**src/rtl/rec_pkg.sv**
```systemverilog
package rec_pkg;
  localparam int WORD_W   = 16;
  localparam int PERIOD_W = 12;
  localparam int TRIG_W   = 32;

  typedef struct packed {
    logic       clearAll;
    logic       writeEvent;
    logic       writeLo;
    logic       writeHi;
    logic       sinkOn;
    logic [3:0] tags;
  } recStrobes_t;
endpackage

```
**src/rtl/rec_ctrl.sv**
```systemverilog
module rec_ctrl
  import rec_pkg::*;
(
  input  logic        clk,
  input  logic        rstN,
  input  logic        sinkEn,
  input  logic        testMode,
  input  logic        addrClr,
  input  logic        trigIn,
  input  logic        ecrIn,
  input  logic        bcrIn,
  input  logic        busyIn,
  output recStrobes_t strb
);
  logic busyQ;
  logic hiPending;
  logic busyEdge;
  logic anyEvent;

  assign busyEdge = busyIn ^ busyQ;
  assign anyEvent = trigIn | ecrIn | bcrIn | busyEdge;

  always_ff @(posedge clk) begin
    if (!rstN) begin
      busyQ     <= 1'b0;
      hiPending <= 1'b0;
    end else begin
      busyQ     <= busyIn;
      hiPending <= strb.writeLo;
    end
  end

  always_comb begin
    strb        = '0;
    strb.sinkOn = sinkEn;
    strb.tags   = {busyIn, ecrIn, bcrIn, trigIn};
    if (addrClr)                strb.clearAll   = 1'b1;
    else if (hiPending)         strb.writeHi    = 1'b1;
    else if (sinkEn && testMode) strb.writeLo   = trigIn;
    else if (sinkEn)            strb.writeEvent = anyEvent;
  end

  // at most one action per clock
  assert_single_action_R6: assert property (@(posedge clk) disable iff (!rstN)
    $onehot0({strb.clearAll, strb.writeEvent, strb.writeLo, strb.writeHi}));

  // the high half follows the low half unless a clear intervenes
  assert_hi_follows_lo_R8: assert property (@(posedge clk) disable iff (!rstN)
    strb.writeLo |=> (addrClr || strb.writeHi));

  // no new record starts while recording is disabled
  assert_idle_when_off_R7: assert property (@(posedge clk) disable iff (!rstN)
    (!sinkEn) |-> !(strb.writeEvent || strb.writeLo));
endmodule

```
**src/rtl/rec_datapath.sv**
```systemverilog
module rec_datapath
  import rec_pkg::*;
#(
  parameter int ADDR_W = 22,
  parameter int CNT_W  = 32
) (
  input  logic              clk,
  input  logic              rstN,
  input  recStrobes_t       strb,
  output logic [ADDR_W-1:0] memAddr,
  output logic [WORD_W-1:0] memData,
  output logic              memWe,
  output logic [ADDR_W-1:0] nextAddr,
  output logic [CNT_W-1:0]  eventCount
);
  localparam logic [PERIOD_W-1:0] PERIOD_MAX = {PERIOD_W{1'b1}};

  logic [PERIOD_W-1:0] periodCnt;
  logic [TRIG_W-1:0]   trigCnt;
  logic [TRIG_W-1:0]   trigNext;
  logic                anyWrite;

  assign trigNext = trigCnt + 1'b1;
  assign anyWrite = strb.writeEvent | strb.writeLo | strb.writeHi;

  always_ff @(posedge clk) begin
    if (!rstN || strb.clearAll || !strb.sinkOn || strb.writeEvent)
      periodCnt <= '0;
    else if (periodCnt != PERIOD_MAX)
      periodCnt <= periodCnt + 1'b1;
  end

  always_ff @(posedge clk) begin
    if (!rstN || strb.clearAll) begin
      trigCnt    <= '0;
      nextAddr   <= '0;
      eventCount <= '0;
    end else begin
      if (strb.writeLo) trigCnt <= trigNext;
      if (anyWrite) begin
        nextAddr   <= nextAddr + 1'b1;
        eventCount <= eventCount + 1'b1;
      end
    end
  end

  always_ff @(posedge clk) begin
    if (!rstN) begin
      memWe   <= 1'b0;
      memAddr <= '0;
      memData <= '0;
    end else begin
      memWe <= anyWrite;
      if (anyWrite) memAddr <= nextAddr;
      if (strb.writeEvent)   memData <= {strb.tags, periodCnt};
      else if (strb.writeLo) memData <= trigNext[WORD_W-1:0];
      else if (strb.writeHi) memData <= trigCnt[TRIG_W-1:WORD_W];
    end
  end

  // a saturated period is stored as the all-ones code
  assert_period_saturates_R3: assert property (@(posedge clk) disable iff (!rstN)
    (strb.writeEvent && periodCnt == PERIOD_MAX) |=> memData[PERIOD_W-1:0] == PERIOD_MAX);

  // after each word the pointer sits one past the written address
  assert_pointer_advances_R4: assert property (@(posedge clk) disable iff (!rstN)
    memWe |-> nextAddr == ADDR_W'(memAddr + 1'b1));

  // clear empties pointer and count and writes nothing
  assert_clear_zeroes_R6: assert property (@(posedge clk) disable iff (!rstN)
    strb.clearAll |=> (nextAddr == '0 && eventCount == '0 && !memWe));
endmodule

```
**src/rtl/interval_recorder.sv**
```systemverilog
module interval_recorder
  import rec_pkg::*;
#(
  parameter int ADDR_W = 22,
  parameter int CNT_W  = 32
) (
  input  logic              clk,
  input  logic              rstN,
  input  logic              sinkEn,
  input  logic              testMode,
  input  logic              addrClr,
  input  logic              trigIn,
  input  logic              ecrIn,
  input  logic              bcrIn,
  input  logic              busyIn,
  output logic [ADDR_W-1:0] memAddr,
  output logic [15:0]       memData,
  output logic              memWe,
  output logic [ADDR_W-1:0] nextAddr,
  output logic [CNT_W-1:0]  eventCount
);
  recStrobes_t strb;

  rec_ctrl ctrl_i (
    .clk(clk), .rstN(rstN), .sinkEn(sinkEn), .testMode(testMode),
    .addrClr(addrClr), .trigIn(trigIn), .ecrIn(ecrIn), .bcrIn(bcrIn),
    .busyIn(busyIn), .strb(strb)
  );

  rec_datapath #(.ADDR_W(ADDR_W), .CNT_W(CNT_W)) dp_i (
    .clk(clk), .rstN(rstN), .strb(strb), .memAddr(memAddr),
    .memData(memData), .memWe(memWe), .nextAddr(nextAddr),
    .eventCount(eventCount)
  );
endmodule

```
**config.mk**
```make
export PLATFORM = sky130hd
export DESIGN_NAME = interval_recorder
export DESIGN_NICKNAME = d
export VERILOG_FILES = /design/src/rtl/rec_pkg.sv /design/src/rtl/rec_ctrl.sv /design/src/rtl/rec_datapath.sv /design/src/rtl/interval_recorder.sv
export SDC_FILE = /design/constraint.sdc
export NUM_CORES = 1
export LEC_CHECK = 0
export ABC_CLOCK_PERIOD_IN_PS = 2600
export BUFFER_PORTS_ARGS = -buffer_cell sky130_fd_sc_hd__buf_2
export CORE_MARGIN = 1.5
export CORE_UTILIZATION = 55
export DETAILED_ROUTE_END_ITERATION = 6
export PLACE_DENSITY = 0.77
export RECOVER_POWER = 100
export REMOVE_ABC_BUFFERS = 1
export SETUP_SLACK_MARGIN = 0.15
export SLEW_MARGIN = 20
export SYNTH_ARGS = -nofsm -noshare
export SYNTH_HDL_FRONTEND = slang
export SYNTH_SLANG_ARGS = --single-unit
```
**constraint.sdc**
```tcl
create_clock -name clk -period 2.6 [get_ports clk]
set_input_delay 0 -clock clk [delete_from_list [all_inputs] [get_ports clk]]
set_output_delay 0 -clock clk [all_outputs]
set_load 0.01 [all_outputs]
```
* Yosys cells after proc, flatten, opt, wreduce, memory -nomap -nowiden
Index checks and enable logic that the tools add are counted.
Operators by class: add/sub/neg operators 4, equality and inequality tests 1, mux-type cells 10, bitwise gates (word level) 6, reduce and logical (&&, ||, !) cells 7
Operators with widths (number):
- $add A32 B1 Y32 const B | 2
- $mux W16 | 3
- $add A22 B1 Y22 const B | 1
- $add A12 B1 Y12 const B | 1
- $ne A12 B12 Y1 const B | 1
- $mux W1 | 5
- $or A1 B1 Y1 | 5
- $logic_or A1 B1 Y1 | 3
- $mux W3 | 1
- $reduce_bool A3 Y1 | 1
- $logic_not A1 Y1 | 2
- $mux W2 | 1
- $logic_and A1 B1 Y1 | 1
- $xor A1 B1 Y1 | 1
Word-level totals: bits in registers 139, bits of input ports 9, word-level logic and storage cells 37

* Logic depth before layout (Yosys ltp)
Gate-level depths: netlist (run 1).
word-level depth 10, gate-level depth with buffers 8

* By module
Synthesis (run 1) repeated with hierarchy kept, for this count alone.
Unflattened totals: cell total of the unflattened synthesis 805, area, all modules 6655.1 µm²
By module, submodules not included:
- rec_datapath | times used 1, cells an instance 788, area each 6503.7 µm², seq. area each 2742.6 µm²
- rec_ctrl | times used 1, cells an instance 17, area each 151.4 µm², seq. area each 40.0 µm²

* Least setup slack after synthesis (run 1)
No wires, ideal clock.
path type reg-to-reg, start register dp_i.nextAddr[1], end register dp_i.nextAddr[18], arrival 1.817 ns, data required time 2.530 ns, path slack 0.712 ns, stages on the path, launching flop included 8, buffers on the path 1, clock period less this slack 1.888 ns, cell sequence dfxtp_1 -> ha_1 -> and4_1 -> and2_1 -> clkbuf_1 -> nand2_1 -> or4_1 -> a21oi_1
Between the ends: cells in the longest elaborated chain, start to end 1
Ends and longest elaborated chain:
- start, declared | RTL line rec_datapath.sv:13 | output logic [ADDR_W-1:0] nextAddr,
- start signal, assigned | RTL line rec_datapath.sv:41 | nextAddr <= nextAddr + 1'b1;
- $add A22 B1 Y22 | RTL line rec_datapath.sv:41
No other way between the ends. A chain may end at the register's enable or synchronous reset.

* Worst setup path in the final report (run 1)
start input rstN, end register dp_i.nextAddr[0]
Between the ends: cells in the longest elaborated chain, start to end 2
Ends and longest elaborated chain:
- start, declared | RTL line interval_recorder.sv:8 | input logic rstN,
- $logic_not A1 Y1 | RTL line rec_datapath.sv:34 | if (!rstN || strb.clearAll) begin
- $logic_or A1 B1 Y1 | RTL line rec_datapath.sv:34
No other way between the ends.

==> results of run 1 <==
-- cells by family after synthesis --
| family | share of synthesized area, % |
|---|---|
| and+or+nand+nor | 29.1 |
| AOI/OAI and AO/OA | 17.6 |
| DFF | 41.3 |
| buffers and inverters | 4.47 |
| xor gates and xnor gates | 6.36 |
| adders and majority gates | 0.742 |
| muxes | 0.445 |
-- placed cells by master (no fill, tap or decap), types with 3 or more instances in the layout --
cell type / instances
dfxtp_1: 139
nand2_1: 105
clkbuf_1: 101
a21oi_1: 62
nor2_1: 59
o21ai_0: 49
nand3_1: 44
or3_1: 36
xnor2_1: 34
nand4_1: 27
a21boi_0: 25
clkbuf_16: 17
nor3_1: 16
xor2_1: 15
nor4_1: 14
or4_1: 13
o31ai_1: 12
and3_1: 12
inv_1: 10
and4_1: 9
and2_1: 8
buf_2: 8
dlygate4sd3_1: 7
nand2b_1: 6
a31oi_1: 6
o211ai_1: 5
o221ai_1: 5
o211a_1: 5
clkinv_2: 5
ha_1: 4
o41ai_1: 3
mux2i_1: 3
nor2b_1: 3
buf_4: 3
-- metal layers --
| metal | global-route usage, % | wire, µm | up-vias | part of all wire (%) |
|---|---|---|---|---|
| li1 | - | - | 3106 | - |
| met4 | 12.3 | 466 | 2 | 2.7 |
| met1 | 34.5 | 7450 | 3014 | 43 |
| met2 | 43.6 | 8310 | 248 | 48 |
| met3 | 7.17 | 1160 | 44 | 6.7 |
| met5 | 0 | 16 | - | 0.092 |
-- final timing paths --
kind	startpoint	to	slack, ps	cells after the start
worst max-delay path	rstN	dp_i.nextAddr[0]	370	5
worst min-delay path	trigIn	dp_i.memData[12]	100	4
worst max register to register	dp_i.trigCnt[0]	dp_i.trigCnt[28]	380	7
worst min register to register	dp_i.memAddr[7]	dp_i.memAddr[7]	460	2
-- power groups by stage --
stage	registers (mW)	logic (mW)	clock network (mW)
2_1_floorplan	2.21	0.0998	0
3_3_place_gp	2.21	0.191	0
3_5_place_dp	2.21	0.195	0
4_1_cts	2.16	0.203	2.25
5_1_grt	2.16	0.212	2.36
6_report	2.16	0.193	2.24
-- final cells by class --
class | instances | area share (%)
multi-input cells | 615 | 47.3
flip-flops and latches | 139 | 36.2
repair buffers | 117 | 6.70
clock buffers | 23 | 6.08
well taps | 147 | 2.39
clock inverters | 8 | 0.911
inverters | 10 | 0.488
-- state kept, by name (all words and copies together), names as in the netlist --
signal / cells
dp_i.trigCnt: 32
dp_i.periodCnt: 12
dp_i.memWe: 1
dp_i.memData: 16
ctrl_i.hiPending: 1
dp_i.nextAddr: 22
dp_i.eventCount: 32
dp_i.memAddr: 22
ctrl_i.busyQ: 1
-- worst max-delay path, delay by kind of cell --
family,cells,cell delay [ps]
buffers and inverters,3,1710
AND/OR/NAND/NOR,2,860
-- per-stage QoR --
step	hold WS, ps	std cells	util (%)	instance area, µm²
floorplan	122	764	-	6480
global placement	249	1021	60.7	7260
detailed placement	252	1021	60.7	7260
CTS	80.7	1059	65.8	7870
global route	125	1059	64.3	7690
finish	99.2	1059	64.3	7690
==> summary.md, run 1 <==
| Metric | Value |
|---|---|
| Status | completed |
| Cell Chain, Critical Path | dlygate4sd3_1 -> clkbuf_1 -> nand2b_2 -> clkbuf_4 -> nor3b_1 |
| First-pass iteration count of the detailed router | 7 |
| Total wirelength of the detailed-routed design | 17.4 mm |
| Min-delay worst type | in -> reg |
| Mapped Area | 6740 µm² |
| Multi-input gate area | 3640 µm² |
| Die extent in y | 114 µm |
| Leftover overflow at the end of global routing | 0 |
| Mean post-synth cell area | 8.21 µm² |
| Maximum root-to-sink buffer count | 2 |
| Total number of clock tree sinks | 139 |
| Pre-CTS setup slack | 506 ps |
| Worst Setup Slack, final | 367 ps |
| Final Total Pwr | 4.60 mW |
| DRT iter0 DRCs | 600 |
| Portion of total power attributed to combinational logic | 4.2% |
| Biggest cell delay along the critical path | 580 ps |
| Count of nets left with antenna violations after detail routing | 0 |
| Switching power | 1.04 mW |
| Clock slew at reported path FFs | 60 ps |
| Achievable frequency | 448 MHz |
| Core outline area | 12,000 µm² |
| Clock root cell | clkbuf_16 |
| Number of core rows | 40 |
| Clk network pwr share | 48.8% |
| Hpwl dp | 11.7 mm |
| Dominant cell type by area after synthesis | dfxtp_1 |
| Overall global routing resource usage | 27.2% |
| Synth cell count leaders | dfxtp_1 (139), nand2_1 (105), a21oi_1 (62) |
| FF+latch count, synth | 139 |
| Floorplan die width | 114 µm |
| Warnings from Yosys | 0 |
| Internal Power | 3.56 mW |
| Routed vias/inst | 6.06 |
| Reg power frac | 47.0% |
| Worst Setup Path Type | in -> reg |
| Largest cells by area after synthesis | dfxtp_1 (41%), nand2_1 (5.8%), a21oi_1 (4.6%) |
| Tcrit/Tclk final | 85.9% |
| Most frequently used cell type in the post-synthesis netlist | dfxtp_1 |
| Antenna violations before repair | 1 |
| Number of placed I/O pins | 102 |
| Hold-fix buffers, CTS | 7 |
| Share of Yosys cell area claimed by the top area cell type | 41.3% |
| EDFF count, synth | 0 |
| Hold violation count in the final report | 0 |
| Count of nets after finishing | 913 |
| CTS Buf Count | 17 |
| Total of cells resized after clock tree synthesis | 0 |
| Largest net degree at the start of global routing | 110 |
| Wire length of the first global-routing pass | 28.2 mm |
| Area growth syn-to-layout | 14.1% |
| Sw Ratio | 22.7% |
| Clock tree from TritonCTS | yes |
| Placer congestion estimate | 0.911 |
| Yosys cell types | 59 |
| Slowest library cell on the worst path | clkbuf_1 |
| Gate Count Post-Synth | 821 |
| Max-cap check violation count | 0 |
| FFs w/ async S/R, synth | 0% |
| Average routed wire per standard cell | 16.4 µm |
| Final setup violation count | 0 |
| Static Leakage | 2.34 nW |
| Proportion of layout cells with a drive suffix above 1 | 5.81% |
| Transition time at the pin with the least slew margin | 1070 ps |
| Critical Path Fanout Max | 50 |
| Setup skew after layout | 7.16 ps |
| Critical Path AT | 2570 ps |
| Area used by sequential logic in the layout | 2780 µm² |
| Fin. max-slew vios | 0 |
| Relative slew slack | 28.7% |
| Total inserted antenna cells | 0 |
| Cell area power density | 598 nW/µm² |
| Initial Utilization | 56.4% |
| Number of global-route vias before repair | 5,745 |
| Overall die area | 12,900 µm² |
| Shortest clock period the worst path allows after layout | 2230 ps |
| Setup repair after global routing missed its margin | no |
| Endpoint class of the critical path | flop |
| Critical Path Source Type | primary input |
| Clk_lat worst skew | 430 ps |
| Routed vias | 6,414 |
| Number of buffer cells added on primary ports | 101 |
| Post-CTS Setup Bufs | 0 |
| FILL cells | 1,102 |
| Prevailing post-synth register cell | dfxtp_1 |
| Worst ir drop on vdd | 490 µV |
| Worst endpoint required time | 2940 ps |
| Residual DRC | 0 |
| Maximum level of the CTS H-tree | 4 |
| Sequential cell area fraction in the yosys report | 41.3% |
| TNS Setup | 0 ps |
Power figures use the tool's default switching activity.
==> inputs of run 2 (changes only) <==
- CELL_PAD_IN_SITES_DETAIL_PLACEMENT: default -> 2
- CELL_PAD_IN_SITES_GLOBAL_PLACEMENT: default -> 2
- CORE_UTILIZATION: 55 -> 34
- PLACE_DENSITY: 0.77 -> default
- PLACE_DENSITY_LB_ADDON: default -> 0.1
==> summary.md, run 2 (synthesis results as in run 1) <==
| Metric | Value |
|---|---|
| Clk_lat worst skew | 430 ps (about the same) |
| Number of global-route vias before repair | 6,753 (+18%) |
| Proportion of layout cells with a drive suffix above 1 | 7.07% (+1.3 points) |
| Leading cell type in the layout, fill and taps excluded | dfxtp_1 |
| Antenna violations before repair | 0 (-1) |
| Dpl cell area | 7480 µm² (+3.0%) |
| Status | completed |
| Overall global routing resource usage | 22.6% (-4.5 points) |
| Critical Path Fanout Max | 33 (-34%) |
| Fin. max-slew vios | 0 (unchanged) |
| Clock tree from TritonCTS | yes |
| Destination of the worst hold path | dp_i.memData[14] |
| Cell area after layout | 7960 µm² (+3.5%) |
| CTS Buf Count | 17 (unchanged) |
| Core outline area | 19,500 µm² (+63%) |
| Worst endpoint required time | 2950 ps (about the same) |
| Leftover overflow at the end of global routing | 0 (unchanged) |
| Overall die area | 20,700 µm² (+60%) |
| Setup skew after layout | 8.49 ps (+1.32 ps) |
| Critical Path Source Type | primary input |
| Switching power | 1.22 mW (+17%) |
| Hold violation count in the final report | 0 (unchanged) |
| Maximum level of the CTS H-tree | 4 (unchanged) |
| DRT iter0 DRCs | 264 (-56%) |
| Number of placed I/O pins | 102 (unchanged) |
| Placer congestion estimate | 0.824 (-9.5%) |
| Reg power frac | 43.6% (-3.4 points) |
| WHS Path Cells | 4 (unchanged) |
| Max-cap check violation count | 0 (unchanged) |
| Total wirelength of the detailed-routed design | 22.8 mm (+31%) |
| Min-delay worst type | in -> reg |
| Hold_sp | addrClr |
| Residual DRC | 0 (unchanged) |
| Area growth syn-to-layout | 18.1% |
| First-pass iteration count of the detailed router | 4 (-3) |
| Static Leakage | 2.38 nW (+1.9%) |
| Source of the worst register-to-register timing path | dp_i.trigCnt[8] |
| TNS Setup | 0 ps (unchanged) |
| Largest registers | dp_i.eventCount x32, dp_i.trigCnt x32 |
| Number of buffer cells added on primary ports | 101 (unchanged) |
| Flop2flop setup slack | 340 ps (-40 ps) |
| Tcrit/Tclk final | 87.7% (+1.8 points) |
| Post-CTS Setup Bufs | 0 (unchanged) |
| Floorplan die width | 144 µm (+26%) |
| Cells on worst reg2reg path | 5 (-2) |
| Biggest cell delay along the critical path | 730 ps (+150 ps) |
| Worst Setup Path Type | in -> reg |
| Cell area power density | 622 nW/µm² (+4.1%) |
| Clock root cell | clkbuf_16 |
| Routed vias | 6,501 (+1.4%) |
| FILL cells | 2,256 (+100%) |
| Hpwl dp | 15.9 mm (+36%) |
| Clock slew at reported path FFs | 60 ps (about the same) |
| Worst ir drop on vdd | 443 µV (-9.4%) |
| Initial Utilization | 34.6% (-22 points) |
| Critical Path AT | 2630 ps (+60 ps) |
| Internal Power | 3.74 mW (+5.1%) |
| Clk network pwr share | 52.0% (+3.2 points) |
| Wire length of the first global-routing pass | 36.5 mm (+30%) |
| Total of cells resized after clock tree synthesis | 0 (unchanged) |
| Most used cells in the layout excluding fill and tap cells | dfxtp_1 (139), nand2_1 (105), clkbuf_1 (98), a21oi_1 (62), nor2_1 (59) |
| Final Total Pwr | 4.96 mW (+7.8%) |
| Routed vias/inst | 5.49 (-9.3%) |
| Relative slew slack | 35.2% (+6.5 points) |
| Largest net degree at the start of global routing | 110 (unchanged) |
| Cell Chain, Critical Path | dlygate4sd3_1 -> buf_2 -> nor2b_1 -> nor3_2 -> a21bo_2 -> clkbuf_2 -> nand2_1 -> a21boi_0 |
| Worst Setup Slack, final | 320 ps (-47.2 ps) |
| Average routed wire per standard cell | 19.2 µm (+17%) |
| Endpoint class of the critical path | flop |
| Transition time at the pin with the least slew margin | 973 ps (-97.6 ps) |
| Setup repair after global routing missed its margin | no |
| Achievable frequency | 439 MHz (-2.1%) |
| Number of core rows | 51 (+28%) |
| Total number of clock tree sinks | 139 (unchanged) |
| Pre-CTS setup slack | 398 ps (-108 ps) |
| Post-Route Hold Slack | 27.8 ps (-71.4 ps) |
| Count of nets after finishing | 919 (+0.66%) |
| Slowest library cell on the worst path | a21bo_2 |
| R2R Path End | dp_i.trigCnt[25] |
| Portion of total power attributed to combinational logic | 4.4% (+0.2 points) |
| Count of nets left with antenna violations after detail routing | 0 (unchanged) |
| Final setup violation count | 0 (unchanged) |
| Shortest clock period the worst path allows after layout | 2280 ps (+47.2 ps) |
| Sw Ratio | 24.6% (+1.9 points) |
| Total inserted antenna cells | 0 (unchanged) |
| Maximum root-to-sink buffer count | 2 (unchanged) |
| Die extent in y | 144 µm (+26%) |
-- run 2: critical path: cells and delay by family --
| kind | cells | cell delay [ps] |
|---|---|---|
| AOI/OAI and AO/OA | 2 | 920 |
| buffers and inverters | 3 | 1060 |
| and+or+nand+nor | 3 | 630 |
-- run 2: worst max path at each step --
stage	from	to	cells past startpoint
global route	testMode	dp_i.memAddr[4]	8
finish	testMode	dp_i.memAddr[10]	8
global placement	dp_i.eventCount[0]	dp_i.eventCount[15]	5
detailed placement	dp_i.eventCount[0]	dp_i.eventCount[15]	5
CTS	testMode	dp_i.memAddr[10]	8
floorplan	ctrl_i.busyQ	dp_i.eventCount[14]	5
-- run 2: power by group through the flow --
stage	clock [mW]	sequential, mW	combinational, mW
after floorplan	0	2.21	0.0998
after global placement	0	2.21	0.211
after detailed placement	0	2.21	0.220
after CTS	2.63	2.16	0.227
after global routing	2.73	2.16	0.238
final	2.58	2.16	0.217
-- run 2: what timing repair did --
| action | in CTS | in global routing |
|---|---|---|
| setup endpoints to repair | 0 | 0 |
| endpoints found under the hold margin | 5 | 0 |
| hold buffers | 4 | 0 |
-- run 2: final cells by class --
class | count | area, µm² | area share (%)
clock buffer | 17 | 425 | 5.34
tap | 265 | 332 | 4.16
clock inverter | 15 | 189 | 2.37
multi-input combinational | 615 | 3630 | 45.6
inverter | 10 | 37.5 | 0.471
timing repair buffer | 123 | 568 | 7.13
sequential | 139 | 2780 | 34.9
-- run 2: stage by stage --
step | utilization, % | instances
6_report | 40.9 | 1184
5_1_grt | 40.9 | 1184
4_1_cts | 41.8 | 1184
3_5_place_dp | 38.4 | 1148
3_3_place_gp | 38.4 | 1148
2_1_floorplan | - | 764
-- run 2: metal layers --
| metal | routed length [µm] | share of wire [%] | vias up | global-route usage, % |
|---|---|---|---|---|
| met2 | 11500 | 51 | 99 | 40.4 |
| met3 | 711 | 3.1 | 21 | 3.70 |
| met5 | 0 | 0 | - | 0 |
| met1 | 10200 | 45 | 3256 | 27.7 |
| met4 | 313 | 1.4 | 0 | 6.77 |
| li1 | - | - | 3125 | - |
==> inputs of run 3 (changes only) <==
- ABC_AREA: default -> 1
- CORE_MARGIN: 1.5 -> 8
- CORE_UTILIZATION: 34 -> 31
==> summary.md, run 3 <==
| Metric | Value |
|---|---|
| Status | completed |
| Hold violation count in the final report | 0 (unchanged) |
| Total inserted antenna cells | 0 (unchanged) |
| Leftover overflow at the end of global routing | 0 (unchanged) |
| Placer congestion estimate | 0.790 (-4.1%) |
| Cell area after layout | 8630 µm² (+8.3%) |
| Core outline area | 23,400 µm² (+20%) |
| Dominant cell type by area after synthesis | dfxtp_1 |
| Maximum root-to-sink buffer count | 2 (unchanged) |
| EDFF count, synth | 0 (unchanged) |
| Share of Yosys cell area claimed by the top area cell type | 37.7% (-3.5 points) |
| Min-delay worst type | in -> reg |
| Achievable frequency | 479 MHz (+9.2%) |
| Residual DRC | 0 (unchanged) |
| Tcrit/Tclk final | 80.3% (-7.4 points) |
| Fin. max-slew vios | 0 (unchanged) |
| DRT iter0 DRCs | 320 (+21%) |
| Largest cells by area after synthesis | dfxtp_1 (38%), nand2_1 (18%), nor2_1 (9.7%) |
| Static Leakage | 3.03 nW (+27%) |
| Source of the worst register-to-register timing path | ctrl_i.hiPending |
| Antenna violations before repair | 0 (unchanged) |
| Levels on crit path | 9 (+1) |
| Routed vias/inst | 5.00 (-8.9%) |
| Final setup violation count | 0 (unchanged) |
| R2R Path End | dp_i.eventCount[31] |
| Count of nets after finishing | 1,271 (+38%) |
| Slowest library cell on the worst path | inv_1 |
| Floorplan die width | 170 µm (+18%) |
| Cell type group with the largest total delay on the critical path | buffers and inverters |
| Area growth syn-to-layout | 17.0% |
| FF+latch count, synth | 139 (unchanged) |
| Prevailing post-synth register cell | dfxtp_1 |
| Biggest cell delay along the critical path | 680 ps (-50 ps) |
| Clock tree from TritonCTS | yes |
| Shortest clock period the worst path allows after layout | 2090 ps (-192 ps) |
| Worst Setup Path Type | reg -> reg |
| Number of buffer cells added on primary ports | 101 (unchanged) |
| Number of placed I/O pins | 102 (unchanged) |
| Worst Setup Slack, final | 512 ps (+192 ps) |
| Dpl cell area | 8150 µm² (+9.0%) |
| Overall global routing resource usage | 19.7% (-3.0 points) |
| Worst endpoint required time | 2940 ps (about the same) |
| Relative slew slack | 29.9% (-5.3 points) |
| Transition time at the pin with the least slew margin | 1050 ps (+79.6 ps) |
| Cell Chain, Critical Path | inv_1 -> nand3_2 -> nor2_1 -> nand2_1 -> nand2_1 -> inv_1 -> buf_12 -> nand2_1 -> a21oi_1 |
| Maximum level of the CTS H-tree | 4 (unchanged) |
| Critical Path Fanout Max | 36 (+9.1%) |
| Most used cells in the layout excluding fill and tap cells | nand2_1 (349), nor2_1 (194), dfxtp_1 (139), inv_1 (108), clkbuf_1 (97) |
| Mapped Area | 7370 µm² (+9.4%) |
| Total wirelength of the detailed-routed design | 28.2 mm (+24%) |
| Clock slew at reported path FFs | 60 ps (about the same) |
| Area used by sequential logic in the layout | 2780 µm² (unchanged) |
| Combined buffer and inverter count along the critical path | 3 (unchanged) |
| Number of core rows | 56 (+9.8%) |
| Max-cap check violation count | 0 (unchanged) |
| Total of cells resized after clock tree synthesis | 0 (unchanged) |
| Wire length of the first global-routing pass | 45.8 mm (+25%) |
| Endpoint class of the critical path | flop |
| Average routed wire per standard cell | 17.7 µm (-7.7%) |
| Die extent in y | 170 µm (+18%) |
| Clock root cell | clkbuf_16 |
| Critical Path Source Type | flop |
| Count of nets left with antenna violations after detail routing | 0 (unchanged) |
| Mean post-synth cell area | 6.31 µm² (-23%) |
| Critical Path AT | 2430 ps (-200 ps) |
| First-pass iteration count of the detailed router | 4 (unchanged) |
| Multi-input gate area | 3920 µm² (+8.0%) |
| Total number of clock tree sinks | 139 (unchanged) |
| FILL cells | 3,059 (+36%) |
| Overall die area | 29,000 µm² (+40%) |
| FFs w/ async S/R, synth | 0% (unchanged) |
| Setup repair after global routing missed its margin | no |
| Gate Count Post-Synth | 1,168 (+42%) |
| Proportion of layout cells with a drive suffix above 1 | 4.72% (-2.4 points) |
| Initial Utilization | 31.5% (-3.1 points) |
| Worst ir drop on vdd | 301 µV (-32%) |
| Largest registers | dp_i.eventCount x32, dp_i.trigCnt x32 |
| Warnings from Yosys | 0 (unchanged) |
| WHS Path Cells | 5 (+1) |
| Routed vias | 7,956 (+22%) |
| Pre-CTS setup slack | 728 ps (+330 ps) |
| Largest net degree at the start of global routing | 112 (+1.8%) |
| Number of global-route vias before repair | 8,565 (+27%) |
| Most frequently used cell type in the post-synthesis netlist | nand2_1 |
| Cell area power density | 597 nW/µm² (-4.0%) |
| Cells on worst reg2reg path | 9 (+4) |
| Synth cell count leaders | nand2_1 (348), nor2_1 (191), dfxtp_1 (139) |
| Clk_lat worst skew | 420 ps (about the same) |
| Flop2flop setup slack | 510 ps (+170 ps) |
| Cell repeated most along the worst path | nand2_1 |
| Sequential cell area fraction in the yosys report | 37.7% (-3.5 points) |
| Hpwl dp | 20.5 mm (+29%) |
| Leading cell type in the layout, fill and taps excluded | nand2_1 |
| Setup skew after layout | 6.45 ps (-2.04 ps) |
| Yosys cell types | 30 (-49%) |
| Capturing instance or port of the critical path | dp_i.eventCount[31] |
| Launching element of the worst setup path | ctrl_i.hiPending |
| CTS Buf Count | 17 (unchanged) |
==> run 3: cell types whose count changed after synthesis, sizes merged, moves of 26 or more <==
cell    before  now
nand2      105  349
nor2        59  202
inv         10  110
nand3       44   90
or3         38    0
a21oi       62   94
clkbuf      37    8
a21boi      26    0
==> run 3: through the flow <==
step / power [mW] / TNS, ps / cells / hold slack [ps] / utilization (%)
after CTS: 5.24 / 0 / 1590 / 8.65 / 37.5
after detailed placement: 2.56 / 0 / 1557 / 261 / 34.8
after floorplan: 2.40 / -19720 / 1128 / 93.5 / -
final: 5.15 / 0 / 1590 / 14.4 / 36.9
after global routing: 5.33 / 0 / 1590 / 37.5 / 36.9
after global placement: 2.55 / 0 / 1557 / 253 / 34.8
==> run 3: timing repair <==
item / 4_1_cts / 5_1_grt
endpoints found under the hold margin: 1 / 0
hold buffers: 1 / 0
setup buffers: 0 / 0
==> run 3: layer usage <==
metal	track usage (%)	share of wire (%)	routed length [µm]
met1	23.9	46	13000
met2	35.0	49	13800
met3	3.52	3.4	949
met4	5.53	1.7	468
met5	0	0	0
==> run 3: final cells by class <==
| type | count | share of cell area [%] |
|---|---|---|
| Clock buffer | 21 | 5.34 |
| Clock inverter | 11 | 1.93 |
| Inverter | 110 | 4.79 |
| Multi-Input combinational cell | 879 | 45.5 |
| Sequential cell | 139 | 32.3 |
| Tap cell | 319 | 4.63 |
| Timing Repair Buffer | 111 | 5.61 |
==> run 3: worst min path at each step <==
stage,from,to,slack [ps]
6_report,bcrIn,dp_i.memData[13],10
5_1_grt,ecrIn,dp_i.memData[14],40
4_1_cts,ecrIn,dp_i.memData[14],9
3_5_place_dp,busyIn,ctrl_i.busyQ,260
3_3_place_gp,busyIn,ctrl_i.busyQ,250
2_1_floorplan,busyIn,ctrl_i.busyQ,90
==> run 3: cells by family after synthesis <==
group	count (synthesis)	synth area share, %
and+or+nand+nor	685	38.4
AOI/OAI and AO/OA	168	11.9
buffers and inverters	150	8.69
DFF	139	37.7
xor gates and xnor gates	22	2.61
adders and majority gates	4	0.679
==> run 3: worst min-delay path: stages <==
cell     delay (ps)
buf_2           120
nand2_1          70
o21ai_0          80
inv_1            60
a21oi_1          60
==> run 3: power breakdown <==
part | total (mW) | internal (mW) | switching (mW)
Clock | 2.66 | 1.66 | 1.00
Sequential | 2.20 | 2.17 | 0.0268
Combinational | 0.292 | 0.0771 | 0.215
Total | 5.15 | 3.91 | 1.25
